$ cat src/rtl/fsf_pkg.sv
package fsf_pkg;
  typedef enum logic [2:0] {
    SEL_OP_CLR   = 3'd0,
    SEL_FERR_CLR = 3'd1,
    SEL_SERR_CLR = 3'd2,
    SEL_FERR_EN  = 3'd3,
    SEL_SERR_EN  = 3'd4
  } wr_sel_e;

  localparam int OP_W   = 12;
  localparam int FERR_W = 6;
  localparam int SERR_W = 2;
  // fifo error bits that exist; bits 1:0 are reserved
  localparam logic [FERR_W-1:0] FERR_MASK = 6'b111100;
endpackage

$ cat src/rtl/fsf_dir_tracker.sv
module fsf_dir_tracker #(
  parameter int CNT_W = 16,
  parameter int BLOCK = 4
) (
  input  logic             clk,
  input  logic             rst,
  input  logic             start,
  input  logic [CNT_W-1:0] total,
  input  logic             blk_mode,
  input  logic             evt,
  output logic             done_evt,
  output logic             svc_evt
);
  localparam int BW = $clog2(BLOCK + 1);

  logic [CNT_W-1:0] cnt;
  logic [BW-1:0]    blk;
  logic             take, blk_hit;

  always_comb begin
    take     = evt && !start && (cnt < total);
    done_evt = take && ((cnt + 1'b1) == total);
    blk_hit  = take && blk_mode && (blk == BW'(BLOCK - 1));
    svc_evt  = done_evt || blk_hit;
  end

  always_ff @(posedge clk) begin
    if (rst || start) begin
      cnt <= '0;
      blk <= '0;
    end else if (take) begin
      cnt <= cnt + 1'b1;
      blk <= blk_hit ? '0 : blk + 1'b1;
    end
  end

  assert_count_bound_R4: assert property (@(posedge clk) disable iff (rst)
    cnt <= total);
  assert_block_wrap_R6: assert property (@(posedge clk) disable iff (rst)
    blk < BW'(BLOCK));
endmodule

$ cat src/rtl/fsf_sticky_w1c.sv
module fsf_sticky_w1c #(
  parameter int W = 2
) (
  input  logic         clk,
  input  logic         rst,
  input  logic [W-1:0] set,
  input  logic         clr_we,
  input  logic [W-1:0] clr_bits,
  input  logic         en_we,
  input  logic [W-1:0] en_bits,
  output logic [W-1:0] flags,
  output logic [W-1:0] en,
  output logic         pend_next
);
  logic [W-1:0] flags_d, en_d;

  always_comb begin
    flags_d   = (flags & ~(clr_we ? clr_bits : '0)) | set;
    en_d      = en_we ? en_bits : en;
    pend_next = |(flags_d & en_d);
  end

  always_ff @(posedge clk) begin
    if (rst) begin
      flags <= '0;
      en    <= '0;
    end else begin
      flags <= flags_d;
      en    <= en_d;
    end
  end

  for (genvar i = 0; i < W; i++) begin : g_chk
    assert_w1c_clear_R10: assert property (@(posedge clk) disable iff (rst)
      clr_we && clr_bits[i] && !set[i] |=> !flags[i]);
    assert_sticky_hold_R10: assert property (@(posedge clk) disable iff (rst)
      flags[i] && !(clr_we && clr_bits[i]) |=> flags[i]);
    assert_set_wins_R10: assert property (@(posedge clk) disable iff (rst)
      set[i] |=> flags[i]);
  end
endmodule

$ cat src/rtl/fifo_svc_flags.sv
module fifo_svc_flags
  import fsf_pkg::*;
#(
  parameter int OUT_DEPTH = 16,
  parameter int IN_DEPTH  = 16,
  parameter int BLOCK     = 4,
  parameter int CNT_W     = 16,
  localparam int OCW      = $clog2(OUT_DEPTH + 1),
  localparam int ICW      = $clog2(IN_DEPTH + 1)
) (
  input  logic              clk,
  input  logic              rst,
  input  logic              start,
  input  logic [CNT_W-1:0]  xfer_words,
  input  logic [OCW-1:0]    out_count,
  input  logic [ICW-1:0]    in_count,
  input  logic              out_push,
  input  logic              out_pop,
  input  logic              in_push,
  input  logic              in_pop,
  input  logic              sclk_over,
  input  logic              sclk_under,
  input  logic              wr_en,
  input  logic [2:0]        wr_sel,
  input  logic [OP_W-1:0]   wr_data,
  output logic [OP_W-1:0]   op_status,
  output logic [FERR_W-1:0] fifo_err,
  output logic [SERR_W-1:0] ser_err,
  output logic              blk_mode,
  output logic              irq
);
  logic [CNT_W-1:0] total_q;
  logic [3:0]       lvl_q;     // {in_full, out_full, in_ne, out_ne}
  logic [3:0]       op_q;      // {in_done, out_done, in_svc, out_svc}
  logic [3:0]       op_d, op_set;
  logic             out_done, out_svc, in_done, in_svc;
  logic             out_full, out_empty, in_full, in_empty;
  logic [FERR_W-1:0] ferr_set, ferr_en;
  logic [SERR_W-1:0] serr_en;
  logic             ferr_pend, serr_pend;
  logic             clr_op, clr_fe, clr_se, ld_fe, ld_se;

  always_comb begin
    out_full  = (out_count == OCW'(OUT_DEPTH));
    out_empty = (out_count == '0);
    in_full   = (in_count == ICW'(IN_DEPTH));
    in_empty  = (in_count == '0);
    clr_op = wr_en && (wr_sel == SEL_OP_CLR);
    clr_fe = wr_en && (wr_sel == SEL_FERR_CLR);
    clr_se = wr_en && (wr_sel == SEL_SERR_CLR);
    ld_fe  = wr_en && (wr_sel == SEL_FERR_EN);
    ld_se  = wr_en && (wr_sel == SEL_SERR_EN);
    ferr_set = {out_push && out_full, in_pop && in_empty,
                out_pop && out_empty, in_push && in_full, 2'b00};
    op_set = {in_done, out_done, in_svc, out_svc};
    op_d   = (op_q & ~(clr_op ? wr_data[11:8] : 4'b0)) | op_set;
  end

  always_ff @(posedge clk) begin
    if (rst) begin
      total_q  <= '0;
      blk_mode <= 1'b0;
      lvl_q    <= '0;
      op_q     <= '0;
      irq      <= 1'b0;
    end else begin
      if (start) begin
        total_q  <= xfer_words;
        blk_mode <= (xfer_words > CNT_W'(IN_DEPTH));
      end
      lvl_q <= {in_full, out_full, !in_empty, !out_empty};
      op_q  <= op_d;
      irq   <= ferr_pend || serr_pend || op_d[0] || op_d[1];
    end
  end

  assign op_status = {op_q, lvl_q, 4'b0000};

  fsf_dir_tracker #(.CNT_W(CNT_W), .BLOCK(BLOCK)) u_tx (
    .clk(clk), .rst(rst), .start(start), .total(total_q), .blk_mode(blk_mode),
    .evt(out_pop), .done_evt(out_done), .svc_evt(out_svc));

  fsf_dir_tracker #(.CNT_W(CNT_W), .BLOCK(BLOCK)) u_rx (
    .clk(clk), .rst(rst), .start(start), .total(total_q), .blk_mode(blk_mode),
    .evt(in_push), .done_evt(in_done), .svc_evt(in_svc));

  fsf_sticky_w1c #(.W(FERR_W)) u_ferr (
    .clk(clk), .rst(rst), .set(ferr_set), .clr_we(clr_fe),
    .clr_bits(wr_data[FERR_W-1:0]), .en_we(ld_fe),
    .en_bits(wr_data[FERR_W-1:0] & FERR_MASK),
    .flags(fifo_err), .en(ferr_en), .pend_next(ferr_pend));

  fsf_sticky_w1c #(.W(SERR_W)) u_serr (
    .clk(clk), .rst(rst), .set({sclk_over, sclk_under}), .clr_we(clr_se),
    .clr_bits(wr_data[SERR_W-1:0]), .en_we(ld_se),
    .en_bits(wr_data[SERR_W-1:0]),
    .flags(ser_err), .en(serr_en), .pend_next(serr_pend));

  assert_mode_pick_R3: assert property (@(posedge clk) disable iff (rst)
    start |=> blk_mode == ($past(xfer_words) > CNT_W'(IN_DEPTH)));
  assert_out_full_R2: assert property (@(posedge clk) disable iff (rst)
    out_count == OCW'(OUT_DEPTH) |=> op_status[6] && op_status[4]);
  assert_out_ovr_R7: assert property (@(posedge clk) disable iff (rst)
    out_push && out_count == OCW'(OUT_DEPTH) |=> fifo_err[5]);
  assert_in_und_R8: assert property (@(posedge clk) disable iff (rst)
    in_pop && in_count == '0 |=> fifo_err[4]);
  assert_burst_svc_R5: assert property (@(posedge clk) disable iff (rst)
    !blk_mode && $rose(op_status[9]) |-> op_status[11]);
  assert_svc_irq_R11: assert property (@(posedge clk) disable iff (rst)
    (op_status[8] || op_status[9]) |-> irq);
endmodule

$ cat config.mk
export PLATFORM = sky130hd
export DESIGN_NAME = fifo_svc_flags
export DESIGN_NICKNAME = d
export VERILOG_FILES = /design/src/rtl/fsf_pkg.sv /design/src/rtl/fsf_dir_tracker.sv /design/src/rtl/fsf_sticky_w1c.sv /design/src/rtl/fifo_svc_flags.sv
export SDC_FILE = /design/constraint.sdc
export NUM_CORES = 1
export LEC_CHECK = 0
export BUFFER_PORTS_ARGS = -buffer_cell sky130_fd_sc_hd__buf_4
export CAP_MARGIN = 25
export CORE_MARGIN = 2
export CORE_UTILIZATION = 40
export CTS_CLUSTER_SIZE = 30
export DETAILED_ROUTE_END_ITERATION = 6
export SLEW_MARGIN = 20
export SYNTH_ARGS = -nofsm -noshare
export SYNTH_HDL_FRONTEND = slang
export SYNTH_HIERARCHICAL = 1
export SYNTH_SLANG_ARGS = --single-unit
$ cat constraint.sdc
create_clock -name clk -period 3 [get_ports clk]
set_input_delay 0.15 -clock clk [delete_from_list [all_inputs] [get_ports clk]]
set_output_delay 0.15 -clock clk [all_outputs]
set_load 0.005 [all_outputs]
## Word-level counts from Yosys, hierarchy flattened

Cells that the tools add are included.

| operators by class | value |
|---|---|
| reduce and logical (&&, ||, !) cells | 33 |
| order comparisons | 3 |
| muxes and demuxes | 7 |
| add/sub/neg operators | 4 |
| eq/ne operators | 10 |
| bitwise gates (word level) | 11 |

Operator list:

| cell | count |
|---|---|
| $add A16 B1 Y16 const B | 2 |
| $eq A16 B16 Y1 | 2 |
| $lt A16 B16 Y1 | 2 |
| $logic_and A1 B1 Y1 | 19 |
| $gt A16 B5 Y1 const B | 1 |
| $and A6 B6 Y6 | 2 |
| $eq A3 B2 Y1 const B | 4 |
| $mux W6 | 2 |
| $eq A5 B5 Y1 const B | 2 |
| $logic_not A5 Y1 | 2 |
| $add A3 B1 Y3 const B | 2 |
| $logic_or A1 B1 Y1 | 6 |
| $mux W3 | 2 |
| $not A6 Y6 | 1 |
| $or A6 B6 Y6 | 1 |
| $reduce_or A6 Y1 | 1 |
| $and A2 B2 Y2 | 2 |
| $and A4 B4 Y4 | 1 |
| $mux W2 | 2 |
| $mux W4 | 1 |
| $not A4 Y4 | 1 |
| $or A4 B4 Y4 | 1 |
| $eq A3 B1 Y1 const B | 1 |
| $eq A3 B3 Y1 const B | 1 |
| 5 further kinds | 7 |

| word-level totals | value |
|---|---|
| word-level logic and storage cells | 81 |
| flip-flop bits (word level) | 80 |

## Logic depth before layout (Yosys ltp)

| logic depth | value |
|---|---|
| depth in word-level cells | 11 |
| gate-level depth with buffers | 12 |
| gate-level depth less buffers | 11 |

## By module

The synthesis kept the hierarchy.

Modules (own cells, without submodules):

| module | cells an instance | times used | seq. area each (sq um) | area an instance (sq um) |
|---|---|---|---|---|
| fsf_dir_tracker | 237 | 2 | 380.4 | 1913.1 |
| fifo_svc_flags | 112 | 1 | 520.5 | 1071.0 |
| fsf_sticky_w1c (u_ferr) | 48 | 1 | 240.2 | 445.4 |
| fsf_sticky_w1c (u_serr) | 15 | 1 | 80.1 | 138.9 |

## Least setup slack after synthesis

OpenSTA, ideal clock, no wires.

| path | value |
|---|---|
| path kind | register -> register |
| from | register total_q[7] |
| to | register irq |
| setup time | 0.126 ns |
| slack | 0.562 ns |
| cell stages (with the launch flop) | 13 |
| required time | 2.874 ns |
| buffers on the path | 1 |
| arrival | 2.312 ns |
| cell sequence | dfxtp_1 -> inv_1 -> ha_1 -> and4_1 -> nand2_1 -> a21o_1 -> a21o_1 -> clkbuf_1 -> nand2_1 -> a21oi_2 -> or2b_2 -> o22ai_2 -> a31oi_1 |

| between the ends | value |
|---|---|
| cells in the longest elaborated chain, start to end | 8 |
| elaborated cells between the ends (all ways) | 17 |

Ends and longest elaborated chain:

| element | line | text |
|---|---|---|
| start, declared | fifo_svc_flags.sv:32 | `logic [CNT_W-1:0] total_q;` |
| start signal, assigned | fifo_svc_flags.sv:68 | `total_q <= xfer_words;` |
| $lt A16 B16 Y1 | fsf_dir_tracker.sv:21 | `take = evt && !start && (cnt < total);` |
| $logic_and A1 B1 Y1 | fsf_dir_tracker.sv:21 |  |
| $logic_and A1 B1 Y1 (2 in series) | fsf_dir_tracker.sv:23 | `blk_hit = take && blk_mode && (blk == BW'(BLOCK - 1));` |
| $logic_or A1 B1 Y1 * | fsf_dir_tracker.sv:24 | `svc_evt = done_evt \|\| blk_hit;` |
| via out_svc | fifo_svc_flags.sv:36 | `logic out_done, out_svc, in_done, in_svc;` |
| $or A4 B4 Y4 * | fifo_svc_flags.sv:56 | `op_d = (op_q & ~(clr_op ? wr_data[11:8] : 4'b0)) \| op_set;` |
| $logic_or A1 B1 Y1 * (2 in series) | fifo_svc_flags.sv:73 | `irq <= ferr_pend \|\| serr_pend \|\| op_d[0] \|\| op_d[1];` |
| end signal, assigned | fifo_svc_flags.sv:73 |  |
| end, declared | fifo_svc_flags.sv:30 | `output logic irq` |

The timed path passes the listed nets; every way through them passes the cells marked *.
A chain may end at the register's enable or synchronous reset.

## Final worst setup path

| path | value |
|---|---|
| from | register u_tx.cnt[0] |
| to | register irq |

| between the ends | value |
|---|---|
| cells in the longest elaborated chain, start to end | 8 |
| elaborated cells between the ends (all ways) | 11 |

Ends and longest elaborated chain:

| element | line | text |
|---|---|---|
| start, declared | fsf_dir_tracker.sv:16 | `logic [CNT_W-1:0] cnt;` |
| start signal, assigned | fsf_dir_tracker.sv:32 | `cnt <= cnt + 1'b1;` |
| branches (longest 4 deep; another with $add A16 B1 Y16) | -- |  |
| $logic_or A1 B1 Y1 * | fsf_dir_tracker.sv:24 |  |
| via out_svc | fifo_svc_flags.sv:36 |  |
| $or A4 B4 Y4 * | fifo_svc_flags.sv:56 |  |
| $logic_or A1 B1 Y1 * (2 in series) | fifo_svc_flags.sv:73 |  |

Mark *: on every way through the listed nets, which the timed path passes.

==> results list <==
* IO Count: 73
- Vias: 4966
* Smallest hold slack: 0.0354 ns
* Number of design-rule violations left by the first detailed-router iteration: 262
* Sequential Power Share: 40.8%
- In the final design database the tool counted 791 nets.
* Count of clock tree sinks: 80
* Global Route Usage Sum: 21.0%
- Fraction of final layout cells sized beyond drive strength 1: 19.2%
* Initial core utilization: 41.2%
- The clock passes through at most 2 buffers.
- Setup repair after global routing missed its margin: false
- Maximum number of pins on one net before global-route repair: 49
- After detailed routing, the average wire length per cell comes to 16.7 µm.
- After technology mapping, the gate count stands at 649.
- VDD sags by at most 0.000268 V.
- The number of buffers and inverters on the critical path is 0.
- ANT cells: 0
- Worst-skew pair later-pin latency: 0.34 ns
- Per report_power, the clock group accounts for 47.0% of the total.
- Fraction of synthesized cell area taken by the top area cell type: 29.2%
- From synthesis to final layout, the design area changed by 17.0%.
- Count of max-cap constraint violations: 0
- The final layout contains routed wiring with a total length of 14700 µm.
- STA classifies the critical path endpoint as a flip-flop.
- Period minus WS final: 2.81 ns
- Cts-stage hold buffer count: 0
- In the finished design, the share of the clock period the worst path needs comes to 93.8%.
* CP max-delay cell: sky130_fd_sc_hd__or4b_4
* Core box area: 13300 µm²
- Fmax: 0.355 GHz
- CP Class: reg -> reg
- Clock tree from TritonCTS: built
- The design draws 2750 µW.
* Clock-pin slew of the registers on the worst-case setup and hold paths: 0.06 ns
- After global routing the overflow that remains totals 0.
- Final routed DRC violation total: 0
- In the layout the commonest cells are sky130_fd_sc_hd__dfxtp_1 (80), sky130_fd_sc_hd__buf_4 (78), sky130_fd_sc_hd__a21oi_1 (58).
- The floorplan step set the die width to 121 µm.
- Number of buffers created by CTS: 9
* Longest individual stage delay on the worst path: 0.52 ns
* HPWL reported at the end of detailed placement: 11000 µm
- Number of H-tree levels: 3
- DIE HEIGHT: 121 µm
- In this run switching power makes up 24.4% of total power.
- Status: complete, no violations
- Gate power share: 12.2%
- Final Instance Count excl. Fillers: 883
* Initial antenna violation count: 0
- Of all flip-flops after synthesis, the portion carrying an async set or reset was 0%.
- Antenna-violating nets left: 0
- For this design the total switching power over the nets is 673 µW.
- Once placement completed, the tool counted placed cells totaling 867.
- Register-to-register setup slack: 0.19 ns
- Cell type contributing the most total cell area after synthesis: sky130_fd_sc_hd__dfxtp_1
* Transition time at the pin with the least slew margin: 0.667 ns
* Last weighted congestion value of the routability-driven placer: 0.847
* Via count of the first global-routing pass: 4872
- The first TritonRoute pass finished after 4 iterations.
* Portion of the post-synthesis area used by sequential elements: 29.2%
* Ordered list of cells on the worst path: ha_2 -> xor2_1 -> a311oi_1 -> o2111ai_1 -> nor4_2 -> or4b_4 -> a21oi_2 -> or2b_2 -> o22ai_2 -> a31oi_1
- The final-report hold violation count is 0.
* First-pass GRT wire length: 24400 µm
- The worst setup path is launched from a flip-flop.
- Once the clock tree was built, the resizer swapped 0 gates to a different size.
* Prevailing post-synth register cell: sky130_fd_sc_hd__dfxtp_1
- EDFF count, synth: 0
- Kind of cell with the highest combined delay on the critical path: simple AND/OR/NAND/NOR gates
- Number of rows created at floorplan: 42
* CP Data Required Time: 3.27 ns
- Peak fanout along the critical path: 6
* Leading cell types by total area after synthesis: sky130_fd_sc_hd__dfxtp_1 (29%), sky130_fd_sc_hd__ha_1 (8.7%), sky130_fd_sc_hd__a21oi_1 (5.3%)
* Unique cell type count in the Yosys netlist: 63
- Post-CTS repair timing setup buffer count: 0
- Total power per unit cell area: 430 nW/µm²
- On the final layout, the worst clock skew is 0.00559 ns.
* Leading cell type in the layout, fill and taps excluded: sky130_fd_sc_hd__dfxtp_1
- The count of buffers added on input and output ports is 66.
- Die area: 14700 µm²
- Max Transition Viols Final: 0
- The tree is rooted in a sky130_fd_sc_hd__clkbuf_16.
* Post-Route Setup TNS: 0 ns
* Leakage Power: 0.00250 µW
* # setup viols final: 0
- Number of warnings issued by yosys: 6
* Number of synthesized register bits: 80
* Cell-internal power: 2080 µW
* DR vias/cell: 5.62
- WP data arrival: 3.09 ns
* Normalized max-slew margin: 55.0%
* Mean Syn Cell Area: 8.45 µm²
* Classification of the worst-slack hold path: in -> reg
- Syn Std Cell Area: 5480 µm²
## metal layers
metal	wire, µm	share of wire (%)	track usage, %
met3	905	6.2	5.73
met2	6580	45	32.2
met5	0	0	0
met4	293	2.0	8.79
met1	6940	47	27.8
## cell families (layout without fill, tap and decap cells)
kind of cell,Yosys count,count (layout),share of synthesized area [%]
muxes,24,24,4.38
and+or+nand+nor,219,219,23.0
adders and majority gates,38,38,8.67
buffers and inverters,87,138,8.47
xor gates and xnor gates,42,42,7.40
other,1,8,0.0684
DFF,80,80,29.2
AOI/OAI and AO/OA,158,158,18.8
## registers in the layout, summed over array words and instances (netlist names)
register and cells:
u_serr/flags 2, irq 1, blk_mode 1, u_rx/blk 3
u_ferr/en 6, u_serr/en 2, op_q 4, u_rx/cnt 16
lvl_q 4, u_ferr/flags 6, u_tx/cnt 16, total_q 16
u_tx/blk 3
## cells in the mapped netlist (6+ instances only)
master,n
sky130_fd_sc_hd__mux2i_1,24
sky130_fd_sc_hd__a21oi_1,58
sky130_fd_sc_hd__and3_1,8
sky130_fd_sc_hd__buf_6,12
sky130_fd_sc_hd__o22ai_1,6
sky130_fd_sc_hd__clkbuf_1,11
sky130_fd_sc_hd__nor2b_1,11
sky130_fd_sc_hd__buf_2,7
sky130_fd_sc_hd__ha_1,38
sky130_fd_sc_hd__buf_4,9
sky130_fd_sc_hd__xnor2_1,28
sky130_fd_sc_hd__nor4_1,6
sky130_fd_sc_hd__o31ai_1,24
sky130_fd_sc_hd__or4_1,16
sky130_fd_sc_hd__nand2_1,38
sky130_fd_sc_hd__nand3_1,16
sky130_fd_sc_hd__and4_1,8
sky130_fd_sc_hd__nand4_1,14
sky130_fd_sc_hd__and4_2,6
sky130_fd_sc_hd__a31oi_1,7
sky130_fd_sc_hd__dfxtp_1,80
sky130_fd_sc_hd__inv_1,42
sky130_fd_sc_hd__a21o_1,6
sky130_fd_sc_hd__nand4b_1,6
sky130_fd_sc_hd__nor2_1,56
sky130_fd_sc_hd__xor2_1,12
sky130_fd_sc_hd__o21ai_0,20
## area by class of cell
cell class                 instances  area (µm²)
tap                              176         220
clock inverter                     5         104
clock buffer                      11         243
timing repair buffer              80         626
inverter                          42         158
fill                            1295        6880
sequential                        80        1600
multi-input combinational        489        3460
## tightest hold or removal path, stage by stage
cell and delay, ns:
sky130_fd_sc_hd__buf_4 0.08, sky130_fd_sc_hd__a21oi_1 0.04, sky130_fd_sc_hd__nor2_1 0.08
## power groups by stage
stage	Sequential [µW]	Combinational [µW]	Clock [µW]
after detailed placement	1150	332	0
after global routing	1130	375	1370
after global placement	1150	325	0
final	1120	336	1290
after CTS	1130	334	1320
after floorplan	1140	203	0
## stage by stage
stage          utilization, %  worst slack [ns]  area (µm²)
3_3_place_gp             45.5             0.267        6050
2_1_floorplan               -             0.562        5510
6_report                 48.2             0.185        6410
3_5_place_dp             45.5             0.152        6050
5_1_grt                  48.2           0.00534        6410
4_1_cts                  48.1             0.110        6390
## final timing paths
kind,endpoint,startpoint,cells after the start
min reg2reg,u_tx/blk[2]$_SDFFE_PP0P_,u_tx/blk[2]$_SDFFE_PP0P_,2
max,irq$_SDFF_PP0_,u_tx/cnt[0]$_SDFFE_PP0P_,10
max reg2reg,irq$_SDFF_PP0_,u_tx/cnt[0]$_SDFFE_PP0P_,10
min,u_serr/flags[0]$_SDFF_PP0_,sclk_under,3
Power figures use the tool's default switching activity.
